### src/rtl/qpc_pkg.sv
package qpc_pkg;

    typedef logic [1:0] enc_state_t;

    localparam enc_state_t ST_REST = 2'b11;

    typedef enum logic [1:0] {
        PH_IDLE = 2'd0,
        PH_LOW  = 2'd1,
        PH_GAP  = 2'd2
    } pulse_phase_t;

    typedef enum logic {
        DIR_UP   = 1'b0,
        DIR_DOWN = 1'b1
    } dir_t;

    // +1 for a forward step, -1 for a backward step, 0 otherwise
    function automatic logic signed [1:0] step_of(enc_state_t prv, enc_state_t cur);
        logic signed [1:0] s;
        s = 2'sd0;
        unique case ({prv, cur})
            4'b11_01, 4'b01_00, 4'b00_10, 4'b10_11: s = 2'sd1;
            4'b11_10, 4'b10_00, 4'b00_01, 4'b01_11: s = -2'sd1;
            default:                                 s = 2'sd0;
        endcase
        return s;
    endfunction

endpackage

### src/rtl/qpc_sync.sv
module qpc_sync #(
    parameter int WIDTH  = 2,
    parameter int STAGES = 2
) (
    input  logic             clk,
    input  logic             rst,
    input  logic [WIDTH-1:0] d_in,
    output logic [WIDTH-1:0] d_out
);
    logic [WIDTH-1:0] stage_q [STAGES];

    generate
        for (genvar g = 0; g < STAGES; g++) begin : g_stage
            if (g == 0) begin : g_first
                always_ff @(posedge clk) begin
                    if (rst) stage_q[g] <= '1;
                    else     stage_q[g] <= d_in;
                end
            end else begin : g_next
                always_ff @(posedge clk) begin
                    if (rst) stage_q[g] <= '1;
                    else     stage_q[g] <= stage_q[g-1];
                end
            end
        end
    endgenerate

    assign d_out = stage_q[STAGES-1];
endmodule

### src/rtl/qpc_step_tracker.sv
module qpc_step_tracker
    import qpc_pkg::*;
(
    input  logic       clk,
    input  logic       rst,
    input  enc_state_t cur,
    output logic       up_evt,
    output logic       down_evt
);
    enc_state_t        prev_q;
    logic signed [2:0] cnt_q;
    logic signed [3:0] sum;
    logic signed [2:0] cnt_d;
    logic signed [1:0] stp;

    always_comb begin
        stp      = (cur != prev_q) ? step_of(prev_q, cur) : 2'sd0;
        sum      = 4'(cnt_q) + 4'(stp);
        up_evt   = (sum > 4'sd3);
        down_evt = (sum < -4'sd3);
        if (up_evt)        cnt_d = 3'(sum - 4'sd4);
        else if (down_evt) cnt_d = 3'(sum + 4'sd4);
        else               cnt_d = 3'(sum);
        if (cur == ST_REST) cnt_d = 3'sd0;
    end

    always_ff @(posedge clk) begin
        if (rst) begin
            prev_q <= ST_REST;
            cnt_q  <= 3'sd0;
        end else begin
            prev_q <= cur;
            cnt_q  <= cnt_d;
        end
    end

    // resting state leaves a zero count
    a_r6_rest_clears: assert property (@(posedge clk) disable iff (rst)
        (cur == ST_REST) |=> (cnt_q == 3'sd0));

    // a double-bit jump away from rest does not move the count
    a_r5_skip_holds: assert property (@(posedge clk) disable iff (rst)
        (((cur ^ prev_q) == 2'b11) && (cur != ST_REST)) |=> $stable(cnt_q));

    // the count never leaves the +/-3 window between clocks
    a_r4_count_window: assert property (@(posedge clk) disable iff (rst)
        (cnt_q >= -3'sd3) && (cnt_q <= 3'sd3));

    // never both directions from one transition
    a_r2_one_event: assert property (@(posedge clk) disable iff (rst)
        !(up_evt && down_evt));
endmodule

### src/rtl/qpc_pulse_sched.sv
module qpc_pulse_sched
    import qpc_pkg::*;
#(
    parameter int PULSE_CYC = 128,
    parameter int GAP_CYC   = 128
) (
    input  logic clk,
    input  logic rst,
    input  logic up_evt,
    input  logic down_evt,
    output logic up_n,
    output logic down_n
);
    localparam int MAXC = (PULSE_CYC > GAP_CYC) ? PULSE_CYC : GAP_CYC;
    localparam int TW   = $clog2(MAXC + 1);
    localparam logic [TW-1:0] P_LAST = TW'(PULSE_CYC - 1);
    localparam logic [TW-1:0] G_LAST = TW'(GAP_CYC - 1);

    pulse_phase_t  phase_q, phase_d;
    dir_t          dir_q, dir_d;
    logic [TW-1:0] tmr_q, tmr_d;
    logic          pend_up_q, pend_up_d;
    logic          pend_dn_q, pend_dn_d;
    logic          dn_older_q, dn_older_d;
    logic          used;

    always_comb begin
        phase_d    = phase_q;
        dir_d      = dir_q;
        tmr_d      = tmr_q;
        pend_up_d  = pend_up_q;
        pend_dn_d  = pend_dn_q;
        dn_older_d = dn_older_q;
        used       = 1'b0;

        unique case (phase_q)
            PH_IDLE: begin
                if (pend_up_q || pend_dn_q) begin
                    phase_d = PH_LOW;
                    tmr_d   = '0;
                    if (pend_dn_q && (!pend_up_q || dn_older_q)) begin
                        dir_d     = DIR_DOWN;
                        pend_dn_d = 1'b0;
                    end else begin
                        dir_d     = DIR_UP;
                        pend_up_d = 1'b0;
                    end
                end else if (up_evt || down_evt) begin
                    phase_d = PH_LOW;
                    tmr_d   = '0;
                    dir_d   = down_evt ? DIR_DOWN : DIR_UP;
                    used    = 1'b1;
                end
            end
            PH_LOW: begin
                if (tmr_q == P_LAST) begin
                    phase_d = PH_GAP;
                    tmr_d   = '0;
                end else begin
                    tmr_d = tmr_q + 1'b1;
                end
            end
            default: begin
                if (tmr_q == G_LAST) begin
                    phase_d = PH_IDLE;
                    tmr_d   = '0;
                end else begin
                    tmr_d = tmr_q + 1'b1;
                end
            end
        endcase

        if (!used) begin
            if (up_evt && !pend_up_d) begin
                pend_up_d  = 1'b1;
                dn_older_d = pend_dn_d;
            end
            if (down_evt && !pend_dn_d) begin
                pend_dn_d  = 1'b1;
                dn_older_d = !pend_up_d;
            end
        end
    end

    always_ff @(posedge clk) begin
        if (rst) begin
            phase_q    <= PH_IDLE;
            dir_q      <= DIR_UP;
            tmr_q      <= '0;
            pend_up_q  <= 1'b0;
            pend_dn_q  <= 1'b0;
            dn_older_q <= 1'b0;
        end else begin
            phase_q    <= phase_d;
            dir_q      <= dir_d;
            tmr_q      <= tmr_d;
            pend_up_q  <= pend_up_d;
            pend_dn_q  <= pend_dn_d;
            dn_older_q <= dn_older_d;
        end
    end

    assign up_n   = !((phase_q == PH_LOW) && (dir_q == DIR_UP));
    assign down_n = !((phase_q == PH_LOW) && (dir_q == DIR_DOWN));

    // the two lines are never low together
    a_r9_not_both_low: assert property (@(posedge clk) disable iff (rst)
        up_n || down_n);

    // a waiting pulse is not lost while another is driven
    a_r10_pend_kept: assert property (@(posedge clk) disable iff (rst)
        (phase_q != PH_IDLE && pend_up_q) |=> pend_up_q);

    // the low-phase timer stays inside the pulse width
    a_r7_low_bound: assert property (@(posedge clk) disable iff (rst)
        (phase_q == PH_LOW) |-> (tmr_q <= P_LAST));

    // a pulse ends into the gap phase, never straight into a new pulse
    a_r8_gap_after: assert property (@(posedge clk) disable iff (rst)
        ($rose(up_n) || $rose(down_n)) |-> (phase_q == PH_GAP));
endmodule

### src/rtl/qenc_pulse_conv.sv
module qenc_pulse_conv
    import qpc_pkg::*;
#(
    parameter int PULSE_CYC   = 128,
    parameter int GAP_CYC     = 128,
    parameter int SYNC_STAGES = 2
) (
    input  logic clk,
    input  logic rst,
    input  logic enc_a,
    input  logic enc_b,
    output logic inc_pulse_n,
    output logic dec_pulse_n
);
    enc_state_t st_sync;
    logic       up_evt, down_evt;

    qpc_sync #(.WIDTH(2), .STAGES(SYNC_STAGES)) u_sync (
        .clk   (clk),
        .rst   (rst),
        .d_in  ({enc_b, enc_a}),
        .d_out (st_sync)
    );

    qpc_step_tracker u_track (
        .clk      (clk),
        .rst      (rst),
        .cur      (st_sync),
        .up_evt   (up_evt),
        .down_evt (down_evt)
    );

    qpc_pulse_sched #(.PULSE_CYC(PULSE_CYC), .GAP_CYC(GAP_CYC)) u_sched (
        .clk      (clk),
        .rst      (rst),
        .up_evt   (up_evt),
        .down_evt (down_evt),
        .up_n     (inc_pulse_n),
        .down_n   (dec_pulse_n)
    );
endmodule

### config.mk
export PLATFORM = sky130hd
export DESIGN_NAME = qenc_pulse_conv
export DESIGN_NICKNAME = d
export VERILOG_FILES = /design/src/rtl/qpc_pkg.sv /design/src/rtl/qpc_sync.sv /design/src/rtl/qpc_step_tracker.sv /design/src/rtl/qpc_pulse_sched.sv /design/src/rtl/qenc_pulse_conv.sv
export SDC_FILE = /design/constraint.sdc
export NUM_CORES = 1
export LEC_CHECK = 0
export CAP_MARGIN = 20
export CORE_UTILIZATION = 58
export CTS_BUF_LIST = sky130_fd_sc_hd__clkbuf_16
export DETAILED_ROUTE_END_ITERATION = 12
export MAX_ROUTING_LAYER = met4
export PLACE_DENSITY_LB_ADDON = 0.05
export SYNTH_ARGS = -nofsm -noshare
export SYNTH_HDL_FRONTEND = slang
export SYNTH_HIERARCHICAL = 1
export SYNTH_SLANG_ARGS = --single-unit
### constraint.sdc
create_clock -name clk -period 4.3 [get_ports clk]
set_input_delay 0.43 -clock clk [delete_from_list [all_inputs] [get_ports clk]]
set_output_delay 0.43 -clock clk [all_outputs]
set_load 0.02 [all_outputs]
Yosys cells after proc, flatten, opt, wreduce, memory -nomap -nowiden
Memories as Yosys holds them, arrays and structs flattened.
Index checks and enable logic that the tools add are counted.
{"block": "op_classes", "n_addsub": 4, "n_lt_le_gt_ge": 2, "n_eq_ne": 6, "n_mux": 37, "bitwise": 4, "reduce_logical": 22}
{"cell": "2-to-1 mux 8 bit", "n": 4}
{"cell": "2-to-1 mux 1 bit", "n": 23}
{"cell": "2-to-1 mux 2 bit", "n": 7}
{"cell": "adder 8 x 1 -> 8 bit, second input constant", "n": 1}
{"cell": "== test 8 x 7 -> 1 bit, second input constant", "n": 1}
{"cell": "logical NOT 1 bit", "n": 6}
{"cell": "2-to-1 mux 3 bit", "n": 2}
{"cell": "nonzero test 2 bit", "n": 3}
{"cell": "logical AND 1 bit", "n": 5}
{"cell": "adder 3 x 2 -> 4 bit", "n": 1}
{"cell": "> comparator 4 x 3 -> 1 bit, second input constant", "n": 1}
{"cell": "< comparator 4 x 3 -> 1 bit, second input constant", "n": 1}
{"cell": "one-hot mux 2 bit (2 select lines)", "n": 1}
{"cell": "AND reduction 2 bit", "n": 2}
{"cell": "adder 3 bit, second input constant", "n": 1}
{"cell": "logical OR 1 bit", "n": 3}
{"cell": "inequality test 3 x 1 -> 1 bit, second input constant", "n": 1}
{"cell": "AND reduction 3 bit", "n": 1}
{"cell": "subtractor 3 bit, second input constant", "n": 1}
{"cell": "== test 2 x 1 -> 1 bit, second input constant", "n": 1}
{"cell": "== test 2 bit, second input constant", "n": 1}
{"cell": "logical NOT 2 bit", "n": 1}
{"cell": "inequality test 2 x 1 -> 1 bit, second input constant", "n": 1}
{"cell": "inequality test 2 bit", "n": 1}
{"cell": "other kinds (3)", "n": 5}
{"block": "totals", "reg_bits": 19, "ramBits": 4, "mem_bits_ro": 32, "in_bits": 4, "out_inout_bits": 2, "elab_cells": 85, "n_memories": 2}
{"memory": "(name not given)", "words": 16, "width": 2, "rd": 1, "rd_ports_with_merged_regs": 0, "write_ports": 0, "line": "qpc_pkg.sv:22", "text": "unique case ({prv, cur})"}
{"memory": "u_sync.stage_q", "words": 2, "width": 2, "rd": 2, "rd_ports_with_merged_regs": 0, "write_ports": 2, "line": "qpc_sync.sv:10", "text": "logic [WIDTH-1:0] stage_q [STAGES];"}

Longest topological paths before layout
{"block": "depth", "ltp_word": 12, "depth_mapped": 14, "ltp_nobuf": 14}

Cells and area by module
Netlist, hierarchy kept.
{"module": "qpc_pulse_sched", "n_inst": 1, "cells_each": 101, "area_per_inst_um2": 778.2, "seq_area_each_um2": 280.3}
{"module": "qpc_step_tracker", "n_inst": 1, "cells_each": 41, "area_per_inst_um2": 409.1, "seq_area_each_um2": 100.1}
{"module": "qpc_sync", "n_inst": 1, "cells_each": 8, "area_per_inst_um2": 105.1, "seq_area_each_um2": 80.1}

Worst setup path after synthesis
Ideal clock, no wire load.
{"block": "synth_path", "kind": "register -> register", "startpoint": "memory u_sync.stage_q[1][0]", "endpoint": "register u_sched.tmr_q[5]", "setup_time_ns": 0.079, "arrival_ns": 3.190, "required_time_ns": 4.221, "path_slack_ns": 1.031, "path_stages_with_launch": 14, "n_path_buf": 0, "synth_period_minus_slack_ns": 3.269, "cell_sequence": "dfxtp_1 inv_1 ha_1 xor2_1 nor2_1 a211oi_2 ha_1 inv_1 fa_1 xnor2_1 a21oi_1 or4_4 or3_4 o211ai_1"}
{"item": "from (decl)", "line": "qpc_sync.sv:10"}
{"item": "to (signal assigned)", "line": "qpc_pulse_sched.sv:96", "text": "tmr_q <= tmr_d;"}
{"item": "to (decl)", "line": "qpc_pulse_sched.sv:21", "text": "logic [TW-1:0] tmr_q, tmr_d;"}

==> results.toml <==
[outcome]
status = "completed"

[floorplan]
dieArea_um2 = 2420
rows = 16
initial_core_util_pct = 63.9
coreArea_um2 = 2020
die_y_um = 49.2
die_x_um = 49.2
io_pins = 6

[grt]
grt_usage_pct = 23.8
grt_pass1_vias = 998
grt_pass1_wl_um = 4300
grt_max_degree = 23
grt_overflow = 0
antenna_found_initial = 0

[cts]
htreeDepth = 1
clock_latency_ns = 0.25
hold_buffers = 0
numCtsBuffers = 3
cts_tree = "done"
cts_resized = 0
clk_pin_slew_ns = 0.06
clockRootBuffer = "clkbuf_16"
cts_sinks = 23
postCtsSetupRepairBufs = 0
clockBufferDepth = 2

[yosys]
synthesis.nets = 163
synth_ff_type = "dfxtp_1"
yosysWarnings = 6
synth_area_leaders = "dfxtp_1 (36%), ha_1 (7.7%), nor2_1 (4.4%)"
yosysSeqAreaShare_pct = 35.6
ys_ff_latch = 23
synth_top_area_cell = "dfxtp_1"
synth.most_common_cell = "dfxtp_1"
synth_cells = 150
synth_edf_count = 0
netlist_area_um2 = 1290
synthDistinctLibCells = 42
synth_common_cells = "dfxtp_1 (23), nor2_1 (15), a21oi_1 (10)"
netlist.area_leader.share_pct = 35.6
synthArstFlopShare_pct = 0
avgSynthCellArea_um2 = 8.62

[timing]
setup_tns_ns = 0
worst_pin_slew_ns = 0.757
final_max_slew_viol_count = 0
timing.final.hold_violations = 0
fin_crit_sh_pct = 85.6
fmax_mhz = 272
slew_headroom_pct = 49.4
rsz0062_at_grt = "false"
finClkSkew_ns = 0.00336
setup_viol = 0
min_period_ns = 3.68
setup_ws_ns = 0.620

[final_layout]
nNetsFinal = 167
seqCellArea_um2 = 460
drive_gt1_share_pct = 7.84
finalNonFillerCells = 180
area.growth.synth_to_final_pct = 10.2
num_antenna_cells = 0
n_fill_cell = 169
final_cell_area_um2 = 1420
multi_input_area_um2 = 769

[min_path]
min_path_cells = 1
min_path_type = "reg2reg"
hp-start = "u_sync/stage_q[0][1]$_SDFF_PP1_"
hold_path_end = "u_sync/stage_q[1][1]$_SDFF_PP1_"

[worst_setup_path]
worst_setup_path_end_kind = "flip-flop"
reg2reg_slack_ns = 0.62
worstRegToRegCells = 13
reg2reg_to = "u_sched/tmr_q[7]$_SDFFE_PP0P_"
cp_max_fo = 7
crit_arrival_ns = 3.85
cp.required_ns = 4.47
rr_startpoint = "u_sync/stage_q[1][0]$_SDFF_PP1_"
critPathKind = "reg2reg"
worst_setup_path_start_kind = "flip-flop"

[drt]
first_iter_violations = 17
dr.pass1.iters = 4
ant_nets = 0
dr_total_vias = 1044
drc = 0
wl_um = 2460
vias_per_cell = 5.80
routedWlPerCell_um = 13.7

[pwr]
clkPwrFrac_pct = 41.2
ir_drop_mv = 0.269
internal_power_w = 0.000370
p_leak_nw = 0.547
power_switching_w = 0.000111
finalPower_w = 0.000481
p_per_area_nw_per_um2 = 338
switching_share_pct = 23.1
pwr-share-seq_pct = 46.9
comb_power_share_pct = 12.0

[placed_design]
place_congestion = 0.814
placed_cells = 176
io_buffer_count = 5
placed_area_um2 = 1340
pre_cts_slack_ns = 0.696
hpwl_um = 1740

[job]
maxCapViolations = 0
-- worst max-delay path by stage --
stage | start | to | cells past startpoint
CTS | u_sync/stage_q[1][0]$_SDFF_PP1_ | u_sched/tmr_q[7]$_SDFFE_PP0P_ | 13
finish | u_sync/stage_q[1][0]$_SDFF_PP1_ | u_sched/tmr_q[7]$_SDFFE_PP0P_ | 13
floorplan | u_sync/stage_q[1][0]$_SDFF_PP1_ | u_sched/tmr_q[5]$_SDFFE_PP0P_ | 13
global route | u_sync/stage_q[1][0]$_SDFF_PP1_ | u_sched/tmr_q[2]$_SDFFE_PP0P_ | 14
detailed placement | u_sync/stage_q[1][0]$_SDFF_PP1_ | u_sched/tmr_q[2]$_SDFFE_PP0P_ | 14
global placement | u_sync/stage_q[1][0]$_SDFF_PP1_ | u_sched/tmr_q[7]$_SDFFE_PP0P_ | 13
-- flip-flops by register name, indices dropped and copies added, names as in the netlist --
signal,cells
u_sched/phase_q,2
u_track/cnt_q,3
u_sync/stage_q,4
u_track/prev_q,2
u_sched/dn_older_q,1
u_sched/pend_dn_q,1
u_sched/tmr_q,8
u_sched/dir_q,1
u_sched/pend_up_q,1
-- critical path, stage by stage, from the launching register on --
cell	delay [ns]
dfxtp_1	0.46
inv_1	0.12
ha_1	0.35
xor2_1	0.25
nor2_1	0.10
a211oi_2	0.20
ha_1	0.19
inv_1	0.05
fa_1	0.38
xnor2_1	0.22
a21oi_1	0.19
or4_4	0.51
or3_4	0.36
a31oi_1	0.21
-- layout by cell type, fill, tap and decap left out, types with 2 or more instances in the layout --
cell type / n
nor4_1: 4
and3_1: 2
inv_1: 8
mux2i_1: 2
ha_1: 8
a31oi_1: 6
nand3b_1: 2
nand2_1: 8
nor2_1: 15
a211oi_1: 6
o21ai_0: 6
o21a_1: 2
xnor2_1: 2
nand3_1: 6
clkdlybuf4s50_1: 5
a21oi_1: 10
nor3b_1: 2
dfxtp_1: 23
nor3_1: 2
xor2_1: 4
nand2b_1: 3
or2_2: 3
or2_1: 4
clkbuf_16: 3
-- final cells by class --
type                            count  share of cell area (%)
Sequential cell                    23                    32.3
Inverter                            8                    2.11
Clock inverter                      1                   0.351
Clock buffer                        3                    5.27
Timing Repair Buffer                5                    3.51
Multi-Input combinational cell    113                    54.0
Tap cell                           27                    2.37
-- per-stage QoR --
stage | hold slack [ns] | utilization [%]
floorplan | 0.383 | -
global placement | 0.396 | 66.5
detailed placement | 0.400 | 66.5
CTS | 0.414 | 70.4
global route | 0.439 | 70.4
finish | 0.412 | 70.4
-- per-layer routing --
layer  global-route usage, %  up-vias  wire length, µm
li1                        -      542                -
met1                    29.2      491             1180
met5                       -        -                0
met4                    4.90        0               11
met3                    5.61        2               50
met2                    39.5        9             1220
-- power by group through the flow --
stage | Sequential, W | Clock [W] | Combinational [W]
detailed placement | 0.000230 | 0 | 0.0000569
finish | 0.000225 | 0.000198 | 0.0000575
global placement | 0.000230 | 0 | 0.0000550
floorplan | 0.000228 | 0 | 0.0000438
CTS | 0.000225 | 0.000202 | 0.0000574
global route | 0.000226 | 0.000213 | 0.0000653
-- cell families (layout without fill, tap and decap cells) --
logic type | count (synthesis) | after routing | share of synthesized area, %
flip-flops | 23 | 23 | 35.6
adder cells (fa/ha/maj) | 9 | 9 | 9.29
buffers and inverters | 14 | 17 | 4.84
AO/OA/AOI/OAI | 36 | 36 | 17.9
multiplexers | 3 | 3 | 3.29
XOR/XNOR | 6 | 6 | 4.07
AND/OR/NAND/NOR | 59 | 59 | 25.0
Power figures use the tool's default switching activity.
